===== src/rtl/wkp_pkg.sv =====
package wkp_pkg;
   localparam int unsigned BYTE_W = 8;

   function automatic int unsigned cnt_w(input int unsigned n);
      return (n > 1) ? $clog2(n) : 1;
   endfunction
endpackage


===== src/rtl/wkp_sync_run.sv =====
module wkp_sync_run
   import wkp_pkg::*;
#(
   parameter int unsigned SYNC_LEN = 6,
   parameter int unsigned DW       = BYTE_W
) (
   input  logic          clk,
   input  logic          rst_n,
   input  logic          byte_vld,
   input  logic          byte_sof,
   input  logic [DW-1:0] byte_in,
   output logic          armed
);
   localparam int unsigned RW = cnt_w(SYNC_LEN + 1);
   localparam logic [RW-1:0] RUN_MAX = RW'(SYNC_LEN);

   logic [RW-1:0] run_q, run_d, run_base;
   logic          is_ones;

   generate
      if (SYNC_LEN < 1) begin : g_bad_sync
         $error("wkp_sync_run: SYNC_LEN must be at least 1");
      end
   endgenerate

   assign is_ones  = (byte_in == {DW{1'b1}});
   assign run_base = byte_sof ? '0 : run_q;
   assign armed    = byte_vld && !byte_sof && (run_q == RUN_MAX);

   always_comb begin
      run_d = run_q;
      if (byte_vld) begin
         if (!is_ones)                run_d = '0;
         else if (run_base != RUN_MAX) run_d = run_base + RW'(1);
         else                          run_d = RUN_MAX;
      end
   end

   always_ff @(posedge clk or negedge rst_n) begin
      if (!rst_n) run_q <= '0;
      else        run_q <= run_d;
   end

   a_r3_run_bounded: assert property (@(posedge clk) disable iff (!rst_n)
      run_q <= RUN_MAX);
endmodule


===== src/rtl/wkp_seq_match.sv =====
module wkp_seq_match
   import wkp_pkg::*;
#(
   parameter int unsigned ADDR_BYTES = 6,
   parameter int unsigned REPEATS    = 16,
   parameter int unsigned DW         = BYTE_W
) (
   input  logic                     clk,
   input  logic                     rst_n,
   input  logic                     byte_vld,
   input  logic                     byte_sof,
   input  logic [DW-1:0]            byte_in,
   input  logic [ADDR_BYTES*DW-1:0] stn_addr,
   input  logic                     armed,
   output logic                     found_now
);
   localparam int unsigned SW = cnt_w(ADDR_BYTES);
   localparam int unsigned CW = cnt_w(REPEATS);
   localparam logic [SW-1:0] SEL_LAST  = SW'(ADDR_BYTES - 1);
   localparam logic [CW-1:0] COPY_LAST = CW'(REPEATS - 1);

   logic [DW-1:0] addr_b [ADDR_BYTES];
   logic [SW-1:0] sel_q, sel_d;
   logic [CW-1:0] copy_q, copy_d;
   logic          busy_q, busy_d, found_q, found_d;
   logic          busy_eff, found_eff, hit;

   generate
      if (ADDR_BYTES < 2) begin : g_bad_addr
         $error("wkp_seq_match: ADDR_BYTES must be at least 2");
      end
      if (REPEATS < 1) begin : g_bad_rep
         $error("wkp_seq_match: REPEATS must be at least 1");
      end
      for (genvar g = 0; g < ADDR_BYTES; g++) begin : g_addr
         assign addr_b[g] = stn_addr[(ADDR_BYTES-1-g)*DW +: DW];
      end
   endgenerate

   assign busy_eff  = busy_q  && !byte_sof;
   assign found_eff = found_q && !byte_sof;

   always_comb begin
      sel_d   = sel_q;
      copy_d  = copy_q;
      busy_d  = busy_eff;
      found_d = found_eff;
      hit     = 1'b0;
      if (byte_vld) begin
         if (busy_eff && byte_in == addr_b[sel_q]) begin
            if (sel_q == SEL_LAST) begin
               sel_d = '0;
               if (copy_q == COPY_LAST) begin
                  hit     = 1'b1;
                  busy_d  = 1'b0;
                  copy_d  = '0;
                  found_d = 1'b1;
               end else begin
                  copy_d = copy_q + CW'(1);
               end
            end else begin
               sel_d = sel_q + SW'(1);
            end
         end else begin
            busy_d = 1'b0;
            sel_d  = '0;
            copy_d = '0;
            if (armed && byte_in == addr_b[0]) begin
               busy_d = 1'b1;
               sel_d  = SW'(1);
            end
         end
      end
   end

   assign found_now = found_eff || hit;

   always_ff @(posedge clk or negedge rst_n) begin
      if (!rst_n) begin
         sel_q   <= '0;
         copy_q  <= '0;
         busy_q  <= 1'b0;
         found_q <= 1'b0;
      end else begin
         sel_q   <= sel_d;
         copy_q  <= copy_d;
         busy_q  <= busy_d;
         found_q <= found_d;
      end
   end

   a_r9_sof_drops_match: assert property (@(posedge clk) disable iff (!rst_n)
      (byte_vld && byte_sof) |=> !found_q);
   a_r1_match_needs_byte: assert property (@(posedge clk) disable iff (!rst_n)
      $rose(found_q) |-> $past(byte_vld && armed == 1'b0));
endmodule


===== src/rtl/wkp_wake_ctl.sv =====
module wkp_wake_ctl #(
   parameter bit SET_WINS = 1'b1
) (
   input  logic clk,
   input  logic rst_n,
   input  logic byte_vld,
   input  logic byte_eof,
   input  logic crc_ok,
   input  logic da_ok,
   input  logic found_now,
   input  logic pat_wake_en,
   input  logic pme_gate_en,
   input  logic bus_pme_en,
   input  logic link_up_evt,
   input  logic status_w1c,
   output logic pme_status,
   output logic wake_n,
   output logic wake_req
);
   logic frame_hit, set_evt, status_q, status_d, req_q;

   assign frame_hit = byte_vld && byte_eof && found_now && crc_ok && da_ok
                      && pat_wake_en && pme_gate_en;
   assign set_evt   = frame_hit || (link_up_evt && pme_gate_en);

   generate
      if (SET_WINS) begin : g_set_wins
         assign status_d = set_evt ? 1'b1 : (status_w1c ? 1'b0 : status_q);
      end else begin : g_clr_wins
         assign status_d = status_w1c ? 1'b0 : (set_evt ? 1'b1 : status_q);
      end
   endgenerate

   always_ff @(posedge clk or negedge rst_n) begin
      if (!rst_n) begin
         status_q <= 1'b0;
         req_q    <= 1'b0;
      end else begin
         status_q <= status_d;
         req_q    <= set_evt && bus_pme_en;
      end
   end

   assign pme_status = status_q;
   assign wake_req   = req_q;
   assign wake_n     = !(status_q && bus_pme_en);

   a_r5_status_has_source: assert property (@(posedge clk) disable iff (!rst_n)
      $rose(pme_status) |-> $past(link_up_evt || (byte_vld && byte_eof && found_now)));
   a_r8_clear_takes: assert property (@(posedge clk) disable iff (!rst_n)
      $past(status_w1c && !link_up_evt && !(byte_vld && byte_eof)) |-> !pme_status);
   a_r7_req_with_status: assert property (@(posedge clk) disable iff (!rst_n)
      wake_req |-> (pme_status || $past(status_w1c)));
endmodule


===== src/rtl/wkp_detect.sv =====
module wkp_detect
   import wkp_pkg::*;
#(
   parameter int unsigned SYNC_LEN   = 6,
   parameter int unsigned ADDR_BYTES = 6,
   parameter int unsigned REPEATS    = 16,
   parameter bit          SET_WINS   = 1'b1
) (
   input  logic                         clk,
   input  logic                         rst_n,
   input  logic                         rx_vld,
   input  logic [BYTE_W-1:0]            rx_byte,
   input  logic                         rx_sof,
   input  logic                         rx_eof,
   input  logic                         rx_crc_ok,
   input  logic                         rx_da_ok,
   input  logic [ADDR_BYTES*BYTE_W-1:0] stn_addr,
   input  logic                         pat_wake_en,
   input  logic                         pme_gate_en,
   input  logic                         bus_pme_en,
   input  logic                         link_up_evt,
   input  logic                         pme_status_w1c,
   output logic                         pme_status,
   output logic                         wake_n,
   output logic                         wake_req
);
   logic armed, found_now;

   wkp_sync_run #(.SYNC_LEN(SYNC_LEN), .DW(BYTE_W)) u_sync (
      .clk      (clk),
      .rst_n    (rst_n),
      .byte_vld (rx_vld),
      .byte_sof (rx_sof),
      .byte_in  (rx_byte),
      .armed    (armed)
   );

   wkp_seq_match #(.ADDR_BYTES(ADDR_BYTES), .REPEATS(REPEATS), .DW(BYTE_W)) u_match (
      .clk       (clk),
      .rst_n     (rst_n),
      .byte_vld  (rx_vld),
      .byte_sof  (rx_sof),
      .byte_in   (rx_byte),
      .stn_addr  (stn_addr),
      .armed     (armed),
      .found_now (found_now)
   );

   wkp_wake_ctl #(.SET_WINS(SET_WINS)) u_ctl (
      .clk         (clk),
      .rst_n       (rst_n),
      .byte_vld    (rx_vld),
      .byte_eof    (rx_eof),
      .crc_ok      (rx_crc_ok),
      .da_ok       (rx_da_ok),
      .found_now   (found_now),
      .pat_wake_en (pat_wake_en),
      .pme_gate_en (pme_gate_en),
      .bus_pme_en  (bus_pme_en),
      .link_up_evt (link_up_evt),
      .status_w1c  (pme_status_w1c),
      .pme_status  (pme_status),
      .wake_n      (wake_n),
      .wake_req    (wake_req)
   );

   a_r10_idle_after_reset: assert property (@(posedge clk) disable iff (!rst_n)
      $rose(rst_n) |-> (!pme_status && wake_n && !wake_req));
endmodule


===== config.mk =====
export PLATFORM = sky130hd
export DESIGN_NAME = wkp_detect
export DESIGN_NICKNAME = d
export VERILOG_FILES = /design/src/rtl/wkp_pkg.sv /design/src/rtl/wkp_sync_run.sv /design/src/rtl/wkp_seq_match.sv /design/src/rtl/wkp_wake_ctl.sv /design/src/rtl/wkp_detect.sv
export SDC_FILE = /design/constraint.sdc
export NUM_CORES = 1
export LEC_CHECK = 0
export BUFFER_PORTS_ARGS = -buffer_cell sky130_fd_sc_hd__buf_2
export CORE_ASPECT_RATIO = 0.9
export CORE_MARGIN = 3
export CORE_UTILIZATION = 45
export CTS_CLUSTER_DIAMETER = 40
export DETAILED_ROUTE_END_ITERATION = 6
export HOLD_SLACK_MARGIN = 0.08
export PLACE_DENSITY = 0.79
export SYNTH_ARGS = -nofsm -noshare
export SYNTH_HDL_FRONTEND = slang
export SYNTH_SLANG_ARGS = --single-unit

===== constraint.sdc =====
create_clock -name clk -period 3.3 [get_ports clk]
set_clock_uncertainty 0.1 [all_clocks]
set_input_delay 0.165 -clock clk [delete_from_list [all_inputs] [get_ports clk]]
set_output_delay 0.165 -clock clk [all_outputs]
set_load 0.02 [all_outputs]

== Word-level counts from Yosys, hierarchy flattened ==
Cells that the tools add are included.

* Word-level logic and storage cells: 68
* Bits of input ports: 68
* Memories kept: 0
* Bits in latches: 0
* Output and inout bits: 3
* Memory bits (writable): 0
* Flip-flop bits (word level): 14
* Bits in read-only memories: 0

* $lt $le $gt $ge: 1
* Mux-type cells: 27
* Add/subtract/negate cells: 3
* Shift operators: 0
* Div/mod/pow operators: 0
* Bitwise gates (word level): 1
* Multipliers: 0
* Equal/unequal tests: 8
* Reduce and logical (&&, ||, !) cells: 21

{| class="wikitable"
|+ Operators by type and width
! operator !! number
|-
| binary-select mux 8 bit (select 3 bit) || 1
|-
| == test 8 bit || 2
|-
| 2-to-1 mux 1 bit || 16
|-
| 2-to-1 mux 8 bit || 2
|-
| logical AND 1 bit || 15
|-
| 2-to-1 mux 3 bit || 5
|-
| 2-to-1 mux 4 bit || 3
|-
| == test 8 bit (second input constant) || 1
|-
| adder 3 x 1 -> 3 bit (second input constant) || 2
|-
| == test 3 bit (second input constant) || 2
|-
| adder 4 x 1 -> 4 bit (second input constant) || 1
|-
| == test 4 bit (second input constant) || 1
|-
| >= comparator 4 bit (second input constant) || 1
|-
| NOT 3 -> 4 bit || 1
|-
| inequality test 3 bit (second input constant) || 1
|-
| zero test 1 bit || 2
|-
| logical OR 1 bit || 2
|-
| inequality test 2 bit (second input constant) || 1
|-
| AND reduction 2 bit || 1
|-
| nonzero test 2 bit || 1
|}

== Depth between registers and ports, before layout ==
Gate-level depths: netlist (run 1).

* Word-level depth: 16
* Gate-level depth with buffers: 9
* Depth with buffers taken out: 7

== Cells and area by module ==
Synthesis (run 1) repeated with hierarchy kept, for this count alone.

* Cell total of the unflattened synthesis: 199
* Area, all modules: 1701.6 µm²

{| class="wikitable"
|+ Modules (own cells, without submodules)
! module !! seq. area each (µm²) !! instances !! area each (µm²) !! cells an instance
|-
| wkp_seq_match || 225.2 || 1 || 1390.1 || 163
|-
| wkp_sync_run || 75.1 || 1 || 207.7 || 25
|-
| wkp_wake_ctl || 50.0 || 1 || 103.8 || 11
|}

== Least setup slack after synthesis (run 1) ==
OpenSTA, ideal clock, no wires.

* Path type: reg2reg
* From: reg u_match.sel_q[0]
* To: reg u_match.sel_q[0]
* Data arrival time: 2.290 ns
* Path buffers: 0
* Slack: 0.846 ns
* Clock period less this slack: 2.454 ns
* Library setup time: 0.064 ns
* Data required time: 3.136 ns
* Cell stages (with the launch flop): 8
* Path through: dfrtp_1 -> mux4_2 -> and2_1 -> or3_4 -> a211oi_4 -> nor3b_2 -> a22oi_1 -> a21bo_1

* Cells in the longest elaborated chain, start to end: 7
* Elaborated cells on any way between the ends: 10
* Those cells by class: 1 x add/sub; 2 x eq/ne; 5 x mux; 1 x bitwise; 1 x reduce/logical

{| class="wikitable"
|+ RTL lines
! element !! RTL line !! text
|-
| start: declaration || wkp_seq_match.sv:23 || <nowiki>logic [SW-1:0] sel_q, sel_d;</nowiki>
|-
| start signal: assignment || wkp_seq_match.sv:85 || <nowiki>sel_q <= sel_d;</nowiki>
|-
| NOT 3 -> 4 bit (not written as such) || wkp_seq_match.sv:50 || <nowiki>if (busy_eff && byte_in == addr_b[sel_q]) begin</nowiki>
|-
| binary-select mux 8 bit (select 3 bit) || wkp_seq_match.sv:50 ||
|-
| 2-to-1 mux 8 bit (not written as such) (2 in a row) || wkp_seq_match.sv:50 ||
|-
| == test 8 bit || wkp_seq_match.sv:50 ||
|-
| logical AND 1 bit || wkp_seq_match.sv:50 ||
|-
| 2-to-1 mux 3 bit (*) || wkp_seq_match.sv:50 ||
|}

Every way passes the cells marked *; elsewhere a longest branch is shown, timed or not. The select of a mux whose other input is x is not followed.
A chain may end at the register's enable or synchronous reset.

== Worst setup path in the final report (run 1) ==
* From: reg u_match.sel_q[0]
* To: reg u_ctl.status_q, in the netlist u_ctl.pme_status

* Cells in the longest elaborated chain, start to end: 16
* Elaborated cells on any way between the ends: 19
* Those cells by class: 2 x eq/ne; 7 x mux; 1 x bitwise; 9 x reduce/logical

{| class="wikitable"
|+ RTL lines
! element !! RTL line !! text
|-
| NOT 3 -> 4 bit (not written as such) || wkp_seq_match.sv:50 ||
|-
| binary-select mux 8 bit (select 3 bit) || wkp_seq_match.sv:50 ||
|-
| 2-to-1 mux 8 bit (not written as such) (2 in a row) || wkp_seq_match.sv:50 ||
|-
| == test 8 bit || wkp_seq_match.sv:50 ||
|-
| logical AND 1 bit || wkp_seq_match.sv:50 ||
|-
| 2-to-1 mux 1 bit (*) || wkp_seq_match.sv:50 ||
|-
| 2-to-1 mux 1 bit (*) || wkp_seq_match.sv:49 || <nowiki>if (byte_vld) begin</nowiki>
|-
| logical OR 1 bit (*) || wkp_seq_match.sv:76 || <nowiki>assign found_now = found_eff || hit;</nowiki>
|-
| logical AND 1 bit (*) (3 in a row) || wkp_wake_ctl.sv:22 || <nowiki>assign frame_hit = byte_vld && byte_eof && found_now && crc_ok && da_ok</nowiki>
|-
| logical AND 1 bit (*) (2 in a row) || wkp_wake_ctl.sv:23 || <nowiki>&& pat_wake_en && pme_gate_en;</nowiki>
|-
| logical OR 1 bit (*) || wkp_wake_ctl.sv:24 || <nowiki>assign set_evt = frame_hit || (link_up_evt && pme_gate_en);</nowiki>
|-
| 2-to-1 mux 1 bit / nonzero test 2 bit (equally long branches) || -- ||
|-
| end signal: assignment || wkp_wake_ctl.sv:39 || <nowiki>status_q <= status_d;</nowiki>
|-
| end: declaration || wkp_wake_ctl.sv:20 || <nowiki>logic frame_hit, set_evt, status_q, status_d, req_q;</nowiki>
|}

Marks and branches as above.

==> reports/metrics.cfg, run 1 <==
[drt]
drc_errors=0
vias_per_cell=5.57
dr.first_iter.drc_count=52
wl_per_cell_um=13.4
via_count=1644
drtPass1Iterations=4
ant_nets=0
drt_wl_total_mm=3.96

[layout]
ff_latch_area_um2=350
area_growth_pct=31.1
fin_util=0.643
diodes=0
fillers=297
nets=325
final_layout_size_suffix_gt1_frac=0.356
multi_input_area_mm2=0.00113

[setup_path]
slowest_stage=dlygate4sd3_1
cp_max_fo=15
crit_path_end_kind=register
crit_path_cell_trace=buf_4, mux4_2, xnor2_1, o22ai_1, nor4_4, a31oi_1, o22ai_1, dlygate4sd3_1
cp-start-kind=register
cp_top_family=buffers and inverters
cp.arrival_ps=3140
critical-path-max-stage-delay_ps=560
worst-path-buf-inv=2
crit_type=register to register
worst_path_most_repeated_cell=o22ai_1
cp.required_ps=3380

[power_and_ir_drop]
p_sw_uw=124
p_leak_uw=0.000886
p_int_uw=349
p_clk_frac=0.351
ir_drop_v=0.000266
swShare=0.261
power_frac_seq=0.369
p_per_area_mw_per_mm2=231
power_frac_comb=0.280

[floorplanning]
start_util=0.490
core_area_mm2=0.00319
die_h_um=61.9
io_pins=71
fp.dieW_um=68.1
die-area_mm2=0.00421
core.rowCount=19

[yosys]
synth-edff-count=0
synth_top_area_frac=0.224
syn_area_mm2=0.00156
yosys.area.top_type=dfrtp_1
synth_fp_nets=252
syn_area_per_cell_um2=8.63
synth_common_cells=xnor2_1 (19), dfrtp_1 (14), mux2i_1 (14)
postSynthCellCount=181
ys_seq_area_frac=0.224
ys_async_sr_fraction=1.00
synthMostInstantiatedCell=xnor2_1
yosysWarnings=0
synth_cell_type_count=48
ys.flop_type=dfrtp_1
synth_seq_cells=14
synthTopCellsByArea=dfrtp_1 (22%), xnor2_1 (11%), mux2i_1 (9.0%)

[global_routing]
grt_pass1_vias=1452
antenna_found_initial=0
grt_max_degree=16
gr-total-overflow=0
grt_use_total=0.191
grt_pass1_wl_mm=6.22

[clocking]
ctsRootBufferMaster=clkbuf_8
clkSinkCount=14
ctsResizeCount=0
clock_path_buffers=2
cts_hold_buf=5
path_clk_slew_ps=60
htreeDepth=1
post_cts_buffers=0
cts_tree=yes
cts_buffers=3
clk_latency_ps=240

[timing]
setup_viol=0
report.final.slew_viol_count=0
fin_crit_ps=3060
final-hold-violation-count=0
rsz0062_at_grt=no
fin_setup_tns_ps=0
relSlewSlack=0.652
fmax_mhz=327
holdWs_ps=162
worst_pin_slew_ps=518
period_share=0.928

[place]
placement.io_buffers=70
gp_congestion=0.871
place.detailed.hpwl_mm=3.27

[job]
maxCapViolCount=0

[outcome]
outcome=finished, final reports clean

[min_path]
hp-class=primary input to register

worst reg2reg max path, delay by kind of cell, from the launching register on:
family          cells  cell delay, ps
flops               1             420
buf+inv             2             810
xor+xnor            1             170
simple gates        1             480
mux                 1             530
compound gates      3             490
power groups by stage:
stage	Clock (uW)	Combinational [uW]	Sequential, uW
2_1_floorplan	0	67.5	179
3_3_place_gp	0	126	177
3_5_place_dp	0	127	177
4_1_cts	170	133	174
5_1_grt	178	145	174
6_report	166	133	174
routing by layer:
| metal | vias up | routed length, um | track usage | share of wire |
|---|---|---|---|---|
| met5 | - | 0 | 0 | 0 |
| met4 | 0 | 16 | 0.0283 | 0.0040 |
| met2 | 39 | 2000 | 0.310 | 0.50 |
| met1 | 788 | 1760 | 0.272 | 0.44 |
| met3 | 4 | 186 | 0.0342 | 0.047 |
| li1 | 813 | - | - | - |
worst paths after layout:
check,cells past startpoint,from,slack (ps),endpoint
setup reg to reg,8,u_match.sel_q[0],240,u_ctl.pme_status
min in group asynchronous,2,rst_n,240,u_match.busy_q
hold reg to reg,2,u_match.found_q,400,u_match.found_q
hold / removal,4,link_up_evt,160,u_ctl.wake_req
setup / recovery,8,u_match.sel_q[0],240,u_ctl.pme_status
max in group asynchronous,2,rst_n,2620,u_match.copy_q[2]
metrics by stage:
step           setup WS (ps)  power [uW]  cell area, um2  std cells
2_1_floorplan            846         247            1560        181
3_3_place_gp             740         303            1940        286
3_5_place_dp             658         305            1940        286
4_1_cts                  250         478            2050        295
5_1_grt                 56.3         498            2050        295
6_report                 239         473            2050        295
cell usage in the layout (no fill, tap or decap), drive strengths merged, types with 6 or more instances in the layout:
cell type,n
buf,74
dfrtp,14
inv,6
mux2i,14
nand2,13
nand3,8
nor2,7
nor3,10
o21ai,9
o22ai,6
xnor2,19
cell type report:
class	instances	area share
multi-input cells	149	0.553
well taps	42	0.0257
inverters	7	0.0128
clock buffers	4	0.0269
repair buffers	79	0.210
flip-flops and latches	14	0.171
cells by family after synthesis:
family / after synthesis / share of synthesized area
and+or+nand+nor: 62 / 0.223
adders and majority gates: 3 / 0.0240
AOI/OAI and AO/OA: 42 / 0.189
DFF: 14 / 0.224
muxes: 21 / 0.171
xor gates and xnor gates: 21 / 0.118
buffers and inverters: 18 / 0.0505
registers in the layout (all words and copies together), names as in the netlist:
| signal | flops |
|---|---|
| u_sync.run_q | 3 |
| u_ctl.wake_req | 1 |
| u_ctl.pme_status | 1 |
| u_match.found_q | 1 |
| u_match.busy_q | 1 |
| u_match.copy_q | 4 |
| u_match.sel_q | 3 |
(Power assumes the default switching activity.)
==> run 2: changes to the inputs <==
clock period = 2.9 ns   (was 3.3 ns; I/O delays follow)
==> run 2 against run 1 <==
Clock power is 15% higher. Die area stayed put. Sequential power is 14% higher. Worst hold slack worse by 21 ps. Non-clock buffer count is 1 higher. Power is 14% higher. Highest routed layer is now met3.
==> reports/metrics.cfg, run 2 (synthesis gave the netlist of run 1 again) <==
[outcome]
outcome=finished, final reports clean  ; unchanged

[drt]
drtPass1Iterations=5  ; was 4
via_count=1634  ; was 1644
dr.first_iter.drc_count=76  ; was 52
drc_errors=0  ; unchanged
wl_per_cell_um=13.8  ; was 13.4 um
drt_wl_total_mm=4.10  ; was 3.96 mm
vias_per_cell=5.52  ; was 5.57
ant_nets=0  ; unchanged

[setup_path]
crit_type=register to register  ; unchanged
cp.arrival_ps=2690  ; was 3140 ps
crit_path_cell_trace=buf_4, mux4_1, a22oi_1, xnor2_1, a211oi_4, nor3b_2, a22oi_1, a21bo_1  ; was buf_4, mux4_2, xnor2_1, o22ai_1, nor4_4, a31oi_1, o22ai_1, dlygate4sd3_1
rrSetupSlack_ps=300  ; was 240 ps
r2r_start=u_match.sel_q[0]  ; unchanged
rr_worst_depth=8  ; unchanged
cp_top_family=compound AO/OA/AOI/OAI gates  ; was buffers and inverters
cp-start-kind=register  ; unchanged
crit_path_end_kind=register  ; unchanged
worstReg2RegEnd=u_match.sel_q[0]  ; was u_ctl.pme_status
critical-path-max-stage-delay_ps=570  ; was 560 ps
slowest_stage=mux4_1  ; was dlygate4sd3_1
cp.required_ps=2990  ; was 3380 ps
cp_max_fo=11  ; was 15
worst-path-buf-inv=1  ; was 2
worst_path_most_repeated_cell=a22oi_1  ; was o22ai_1

[global_routing]
grt_pass1_vias=1458  ; was 1452
grt_use_total=0.197  ; was 0.191
grt_max_degree=15  ; was 16
gr-total-overflow=0  ; unchanged
antenna_found_initial=0  ; unchanged
grt_pass1_wl_mm=6.44  ; was 6.22 mm

[layout]
diodes=0  ; unchanged
largest_register_ffs=4  ; unchanged
reg_top3=u_match.copy_q (4), u_match.sel_q (3), u_sync.run_q (3)  ; unchanged
nets=326  ; was 325
top_register=u_match.copy_q  ; unchanged
layout_common_cells=buf_2 (70), xnor2_1 (19), mux2i_1 (14), dfrtp_1 (14), nand2_1 (12)  ; unchanged
fin_util=0.644  ; was 0.643
fin_area_mm2=0.00205  ; about the same
layout.cells.non_filler=296  ; was 295
final_common_cell=buf_2  ; unchanged
area_growth_pct=31.4  ; was 31.1%
final_layout_size_suffix_gt1_frac=0.362  ; was 0.356

[floorplanning]
core_area_mm2=0.00319  ; unchanged
io_pins=71  ; unchanged
start_util=0.490  ; unchanged
die-area_mm2=0.00421  ; unchanged
fp.dieW_um=68.1  ; unchanged
core.rowCount=19  ; unchanged
die_h_um=61.9  ; unchanged

[clocking]
path_clk_slew_ps=60  ; about the same
post_cts_buffers=0  ; unchanged
cts_buffers=3  ; unchanged
cts_tree=yes  ; unchanged
cts_hold_buf=4  ; was 5
clk_latency_ps=240  ; about the same
clock_path_buffers=2  ; unchanged
ctsRootBufferMaster=clkbuf_8  ; unchanged
clkSinkCount=14  ; unchanged
ctsResizeCount=0  ; unchanged
htreeDepth=1  ; unchanged

[min_path]
whs_endpoint=u_ctl.wake_req  ; unchanged
hp-class=primary input to register  ; unchanged
min_delay_path_depth=4  ; unchanged
holdCritStartpoint=link_up_evt  ; unchanged

[place]
place.detailed.hpwl_mm=3.32  ; was 3.27 mm
placement.io_buffers=70  ; unchanged
place_area_mm2=0.00196  ; was 0.00194 mm2
gp_congestion=0.812  ; was 0.871
placed_cells=288  ; was 286

[power_and_ir_drop]
p_leak_uw=0.000891  ; was 0.000886 uW
ir_drop_v=0.000371  ; was 0.000266 V
p_per_area_mw_per_mm2=262  ; was 231 mW/mm2

[job]
maxCapViolCount=0  ; unchanged

[timing]
holdWs_ps=141  ; was 162 ps
fin_setup_tns_ps=0  ; unchanged
report.final.slew_viol_count=0  ; unchanged
rsz0062_at_grt=no  ; unchanged
relSlewSlack=0.684  ; was 0.652
final-hold-violation-count=0  ; unchanged
setup_viol=0  ; unchanged
period_share=0.897  ; was 0.928
worst_pin_slew_ps=473  ; was 518 ps
fmax_mhz=384  ; was 327 MHz
fin_crit_ps=2600  ; was 3060 ps

run 2: changes by cell type in the layout (fill, tap and decap cells not counted):
cell / before / now
dlygate4sd3_1: 5 / 4
buf_4: 4 / 6
run 2: worst max path at each step:
stage,start,endpoint,cells after the start
final,u_match.sel_q[0],u_match.sel_q[0],8
after CTS,u_match.sel_q[0],u_match.busy_q,8
after floorplan,u_match.sel_q[0],u_match.sel_q[0],7
after detailed placement,u_match.sel_q[0],u_match.busy_q,8
after global routing,u_match.sel_q[0],u_match.sel_q[1],7
after global placement,u_match.sel_q[0],u_match.sel_q[0],8
run 2: area by class of cell:
class	instances	area [um2]
Timing Repair Buffer	80	435
Clock buffer	4	55.1
Sequential cell	14	350
Fill cell	281	1130
Tap cell	42	52.6
Multi-Input combinational cell	149	1130
Inverter	7	26.3
run 2: worst register-to-register path, cell delays in order (launching register included):
cell and delay, ps:
dfrtp_1 370, buf_4 230, mux4_1 570, a22oi_1 220, xnor2_1 130, a211oi_4 410
nor3b_2 240, a22oi_1 80, a21bo_1 200
run 2: power by group:
| part | switching (uW) | internal [uW] |
|---|---|---|
| clock network | 70.5 | 120 |
| logic | 71.1 | 78.4 |
| registers | 0.969 | 197 |
run 2: stage by stage:
step	power (uW)	setup WS [ps]
2_1_floorplan	281	446
3_3_place_gp	345	364
3_5_place_dp	347	321
4_1_cts	541	311
5_1_grt	567	168
6_report	538	298
run 2: routing by layer:
| metal | vias to the layer above | global-route usage | wire, um |
|---|---|---|---|
| li1 | 815 | - | - |
| met1 | 761 | 0.282 | 1810 |
| met2 | 58 | 0.323 | 2000 |
| met3 | 0 | 0.0378 | 283 |
| met4 | 0 | 0.0198 | 0 |
| met5 | - | 0 | 0 |
